`src/rtl/rxfmt_pkg.sv`:
```
// Package: shared encodings for the receive word formatter.
// Assumes word lengths never exceed 32 bits.
package rxfmt_pkg;

    typedef enum logic [1:0] {
        CM_RAW    = 2'b00,
        CM_LSBF   = 2'b01,
        CM_MULAW  = 2'b10,
        CM_ALAW   = 2'b11
    } cmode_t;

    typedef enum logic [1:0] {
        JS_RZERO = 2'b00,
        JS_RSIGN = 2'b01,
        JS_LZERO = 2'b10,
        JS_LZALT = 2'b11
    } just_t;

    localparam int LEN_W = 6;

    // Translate the 3-bit length code into a bit count.
    function automatic logic [LEN_W-1:0] len_to_bits(input logic [2:0] code);
        case (code)
            3'd0:    return 6'd8;
            3'd1:    return 6'd12;
            3'd2:    return 6'd16;
            3'd3:    return 6'd20;
            3'd4:    return 6'd24;
            default: return 6'd32;
        endcase
    endfunction

endpackage

```
`src/rtl/rxfmt_mulaw.sv`:
```
// Module: combinational mu-law to 16-bit linear expander.
// Assumes an 8-bit G.711 mu-law code; output is two's complement, +/-32124.
module rxfmt_mulaw (
    input  logic [7:0]  code,
    output logic [15:0] lin
);
    logic [7:0]  inv;
    logic [15:0] mag;
    logic [15:0] base;

    // Invert the code, rebuild the biased magnitude and apply the sign.
    always_comb begin
        inv  = ~code;
        base = 16'({inv[3:0], 3'b000}) + 16'h0084;
        mag  = (base << inv[6:4]) - 16'h0084;
        lin  = inv[7] ? (16'h0000 - mag) : mag;
    end
endmodule

```
`src/rtl/rxfmt_alaw.sv`:
```
// Module: combinational A-law to 16-bit linear expander.
// Assumes an 8-bit G.711 A-law code; output is two's complement, +/-32256.
module rxfmt_alaw (
    input  logic [7:0]  code,
    output logic [15:0] lin
);
    logic [7:0]  tog;
    logic [15:0] mag;
    logic [15:0] step;

    // Undo the even-bit toggling, then rebuild the magnitude per segment.
    always_comb begin
        tog  = code ^ 8'h55;
        step = 16'({tog[3:0], 4'b0000});
        if (tog[6:4] == 3'd0) begin
            mag = step + 16'h0008;
        end else begin
            mag = (step + 16'h0108) << (tog[6:4] - 3'd1);
        end
        lin = tog[7] ? mag : (16'h0000 - mag);
    end
endmodule

```
`src/rtl/rxfmt_justify.sv`:
```
// Module: places an n-bit right-aligned word into the output width.
// Assumes 8 <= nbits <= IN_W and OUT_W <= IN_W.
module rxfmt_justify #(
    parameter int IN_W  = 32,
    parameter int OUT_W = 16
) (
    input  logic [IN_W-1:0]           word,
    input  logic [rxfmt_pkg::LEN_W-1:0] nbits,
    input  logic [1:0]                just,
    output logic [OUT_W-1:0]          result
);
    import rxfmt_pkg::*;

    localparam logic [LEN_W-1:0] IN_BITS = LEN_W'(IN_W);

    logic [IN_W-1:0]  mask;
    logic [IN_W-1:0]  kept;
    logic [IN_W-1:0]  shifted;
    logic [IN_W-1:0]  signed_fill;
    logic [IN_W-1:0]  left_word;
    logic [LEN_W-1:0] lshift;
    logic             topbit;

    // Mask to the word length and find the word's top bit.
    always_comb begin
        mask    = (nbits >= IN_BITS) ? '1 : ((IN_W'(1) << nbits) - IN_W'(1));
        kept    = word & mask;
        shifted = word >> (nbits - LEN_W'(1));
        topbit  = shifted[0];
        signed_fill = topbit ? (kept | ~mask) : kept;
        lshift  = (nbits >= IN_BITS) ? '0 : (IN_BITS - nbits);
        left_word = kept << lshift;
    end

    // Choose the justification variant.
    always_comb begin
        case (just)
            JS_RZERO: result = kept[OUT_W-1:0];
            JS_RSIGN: result = signed_fill[OUT_W-1:0];
            default:  result = left_word[IN_W-1 -: OUT_W];
        endcase
    end
endmodule

```
`src/rtl/rx_word_formatter.sv`:
```
// Module: registered receive word formatter (raw justify, LSB-first, G.711).
// Assumes IN_W is 32 or less and 16 <= OUT_W <= IN_W; one word per cycle at most.
module rx_word_formatter #(
    parameter int IN_W  = 32,
    parameter int OUT_W = 16
) (
    input  logic             clk,
    input  logic             rst_n,
    input  logic             in_valid,
    input  logic [IN_W-1:0]  in_word,
    input  logic [2:0]       in_len,
    input  logic [1:0]       in_cmode,
    input  logic [1:0]       in_just,
    output logic             out_valid,
    output logic [OUT_W-1:0] out_word
);
    import rxfmt_pkg::*;

    localparam int PAD_W = OUT_W - 16;

    logic [7:0]       rev_byte;
    logic [IN_W-1:0]  just_src;
    logic [LEN_W-1:0] nbits;
    logic [OUT_W-1:0] just_out;
    logic [15:0]      mu_lin;
    logic [15:0]      a_lin;
    logic [OUT_W-1:0] next_word;

    // Bit reversal of the low byte for LSB-first words.
    for (genvar b = 0; b < 8; b++) begin : g_rev
        assign rev_byte[b] = in_word[7-b];
    end

    // Choose the justifier source and its effective length.
    always_comb begin
        if (in_cmode == CM_LSBF) begin
            just_src = IN_W'(rev_byte);
            nbits    = LEN_W'(8);
        end else begin
            just_src = in_word;
            nbits    = (len_to_bits(in_len) > LEN_W'(IN_W)) ? LEN_W'(IN_W)
                                                            : len_to_bits(in_len);
        end
    end

    rxfmt_justify #(.IN_W(IN_W), .OUT_W(OUT_W)) u_just (
        .word   (just_src),
        .nbits  (nbits),
        .just   (in_just),
        .result (just_out)
    );

    rxfmt_mulaw u_mu (.code(in_word[7:0]), .lin(mu_lin));
    rxfmt_alaw  u_a  (.code(in_word[7:0]), .lin(a_lin));

    // Select the final formatted word; companded results go to the top.
    always_comb begin
        case (in_cmode)
            CM_MULAW: next_word = OUT_W'(mu_lin) << PAD_W;
            CM_ALAW:  next_word = OUT_W'(a_lin) << PAD_W;
            default:  next_word = just_out;
        endcase
    end

    // Output register: strobe follows input by one cycle, word held when idle.
    always_ff @(posedge clk) begin
        if (!rst_n) begin
            out_valid <= 1'b0;
            out_word  <= '0;
        end else begin
            out_valid <= in_valid;
            if (in_valid) begin
                out_word <= next_word;
            end
        end
    end
endmodule

```
`config.mk`:
```
export PLATFORM = sky130hd
export DESIGN_NAME = rx_word_formatter
export DESIGN_NICKNAME = d
export VERILOG_FILES = /design/src/rtl/rxfmt_pkg.sv /design/src/rtl/rxfmt_mulaw.sv /design/src/rtl/rxfmt_alaw.sv /design/src/rtl/rxfmt_justify.sv /design/src/rtl/rx_word_formatter.sv
export SDC_FILE = /design/constraint.sdc
export NUM_CORES = 1
export LEC_CHECK = 0
export ABC_AREA = 1
export BUFFER_PORTS_ARGS = -buffer_cell sky130_fd_sc_hd__buf_2
export CORE_MARGIN = 1.5
export CORE_UTILIZATION = 54
export CTS_CLUSTER_DIAMETER = 50
export DETAILED_ROUTE_END_ITERATION = 10
export HOLD_SLACK_MARGIN = 0.05
export PLACE_DENSITY = 0.86
export SETUP_SLACK_MARGIN = 0.15
export SLEW_MARGIN = 20
export SYNTH_ARGS = -nofsm -noshare
export SYNTH_HDL_FRONTEND = slang
export SYNTH_SLANG_ARGS = --single-unit
```
`constraint.sdc`:
```
create_clock -name clk -period 3.1 [get_ports clk]
set_input_delay 0.465 -clock clk [delete_from_list [all_inputs] [get_ports clk]]
set_output_delay 0.465 -clock clk [all_outputs]
set_load 0.05 [all_outputs]
```
==> results.toml <==
[grt]
met1_usage_pct = 42.1
grt_pass1_vias = 4831
grt_first_pass_wirelength_um = 22200
grt_antenna_before_repair = 0
globalRouteMet2Util_pct = 55.2
met3_usage_pct = 4.65
grt_busiest_layer = "met2"
grt_remaining_overflow = 0
grt_max_degree = 31
track_usage_pct = 32.9

[final_layout]
final_nets = 898
drive_gt1_share_pct = 15.2
fillCellCount = 765
area_growth_pct = 10.2
fin_util_pct = 62.1
multi_input_area_um2 = 3270
regArea_um2 = 340
num_antenna_cells = 0

[logic_synthesis]
synth.most_common_cell = "nand2_1"
ys_ff_latch = 17
syn-cell-area_um2 = 4110
synthCells = 802
synth_edf_count = 0
synth_top_family_by_area = "simple AND/OR/NAND/NOR gates"
ys_warn_count = 0
synth_xor_area_share_pct = 1.25
synth_compound_area_share_pct = 18.4
syn_nets = 858
synth_area_leaders = "nand2_1, nand3_1, dfxtp_1"
yosys-top-cells-count = "nand2_1, nand3_1, inv_1"
synth_top_area_cell = "nand2_1"
synthFlopType = "dfxtp_1"
synth.distinct_cells = 41
async_flop_share_pct = 0
yosys.area.top_type_share_pct = 24.3
yosys.area_share.simple_pct = 55.0
synthAdderAreaFrac_pct = 4.26
avgSynthCellArea_um2 = 5.12
synth_mux_area_share_pct = 0
ys_seq_area_share_pct = 8.28

[timing]
period_minus_slack_ns = 2.72
slew_violations = 0
finalCritPeriodShare_pct = 87.9
hold_viol = 0
slew_headroom_pct = 68.2
final.setup.tns_ns = 0
fmax_mhz = 367
rsz0062_at_grt = "no"
holdWs_ns = 0.461
worstMarginPinSlew_ns = 0.474
skew_ns = 0
setup_violations = 0

[floorplan]
die_w_um = 90.2
fp-row-count = 31
die_h_um = 90.2
core_region_area_um2 = 7290
die-area_um2 = 8140
initial_core_util_pct = 56.4
io_pins = 59

[detailed_routing]
routed_wl_um = 13600
num_vias = 5503
drtPass1Iterations = 5
drtAntennaViolNets = 0
wl_per_cell_um = 14.5
drc = 0
drt_first_iter_violations = 607
routed_via_density = 5.85

[power_and_ir_drop]
netSwitchingFraction_pct = 54.6
leakage_nw = 2.51
ir_worst_vdd_uv = 140
p_per_area_nw_per_um2 = 309
power.total_mw = 1.40
power.share.combinational_pct = 70.6
p_seq_share_pct = 17.6
p_sw_uw = 763
p_clk_share_pct = 11.7
intPower_uw = 635

[critical_path]
crit_family = "simple AND/OR/NAND/NOR gates"
required_ns = 3.25
arrival_ns = 2.88
cp_max_fo = 14
cp-start-kind = "input pin"
critPathBufInv = 6
slowest_delay_ns = 0.23
path_common_cell = "nand2_1"
endpoint_kind = "register"
cp_cell_sequence = "clkbuf_4, inv_4, ha_1, nand2_2, inv_1, nor2_4, inv_2, nor2_1, nor2_2, ha_1, nand3_1, o21ai_1, nand2_1, inv_1, nand2_1, nand3_1, nand3_1, nand2_1, nand3b_1, nand2_1, inv_1"
path_class = "input pin to register"
slowest_stage = "ha_1"

[cts]
tritoncts = "yes"
h-tree-depth = 1
cts_root_buf = "clkbuf_8"
numCtsBuffers = 3
insertion_delay_ns = 0.25
path_clk_slew_ns = 0.06
clkSinkCount = 17
cts_setup_buffers = 0
cts_buffer_depth = 2
postCtsResizedCells = 0
cts_hold_buf = 0

[run]
maxCapViolations = 0

[status]
status = "complete, no violations"

[place]
routabilityCongestion = 1.04
hpwlAfterDp_um = 10800
io_buffers = 58

[worst_hold_path]
hold_path_class = "register to register"
## registers in the layout, summed over array words and instances, names as in the netlist
name and count:
out_word 16, out_valid 1
## cell type report
cell class / count / share of cell area [%]
multi-input cells: 661 / 72.1
repair buffers: 74 / 9.44
flip-flops and latches: 17 / 7.51
inverters: 85 / 7.21
well taps: 99 / 2.73
clock buffers: 4 / 0.994
## power groups by stage
stage,Clock (mW),Combinational [mW],Sequential (mW)
finish,0.164,0.988,0.247
floorplan,0,0.657,0.315
global placement,0,0.946,0.251
CTS,0.166,0.960,0.247
global route,0.176,1.09,0.249
detailed placement,0,0.957,0.251
## cells by family after synthesis
| family | count (synthesis) |
|---|---|
| and+or+nand+nor | 506 |
| AOI/OAI and AO/OA | 136 |
| buffers and inverters | 124 |
| DFF | 17 |
| adders and majority gates | 14 |
| xor gates and xnor gates | 5 |
## worst reg2reg max path: cells and delay by family, from the launching register on
family | cells | cell delay (ns)
AOI/OAI and AO/OA | 2 | 0.26
DFF | 1 | 0.31
## metrics by stage
stage	setup WS (ns)	cells	area (um2)
2_1_floorplan	0.153	802	4140
4_1_cts	0.309	940	4520
3_3_place_gp	0.0845	936	4470
3_5_place_dp	0.0476	936	4470
5_1_grt	0.157	940	4530
6_report	0.376	940	4530
## worst paths after layout
| kind | startpoint | endpoint | slack [ns] | cells after the start |
|---|---|---|---|---|
| setup / recovery | in_word[5] | out_word[11] | 0.38 | 21 |
| hold / removal | out_word[0] | out_word[0] | 0.46 | 2 |
| setup reg to reg | out_word[8] | out_word[8] | 2.41 | 2 |
| hold reg to reg | out_word[0] | out_word[0] | 0.46 | 2 |
## cell usage in the layout (no fill, tap or decap), types with 15 or more instances in the layout
master and n:
buf_2 56, o21ai_1 17, buf_4 15, nand2_1 266
nand3_1 125, inv_1 74, dfxtp_1 17, nor2_1 61
a21oi_1 49, o21ai_0 43
## routing by layer
metal | share of wire [%] | up-vias | routed length [um]
met5 | 0 | - | 0
met4 | 3.4 | 0 | 467
met3 | 10 | 45 | 1390
met2 | 46 | 321 | 6300
met1 | 40 | 2430 | 5450
li1 | - | 2707 | -
(Power assumes the default switching activity.)
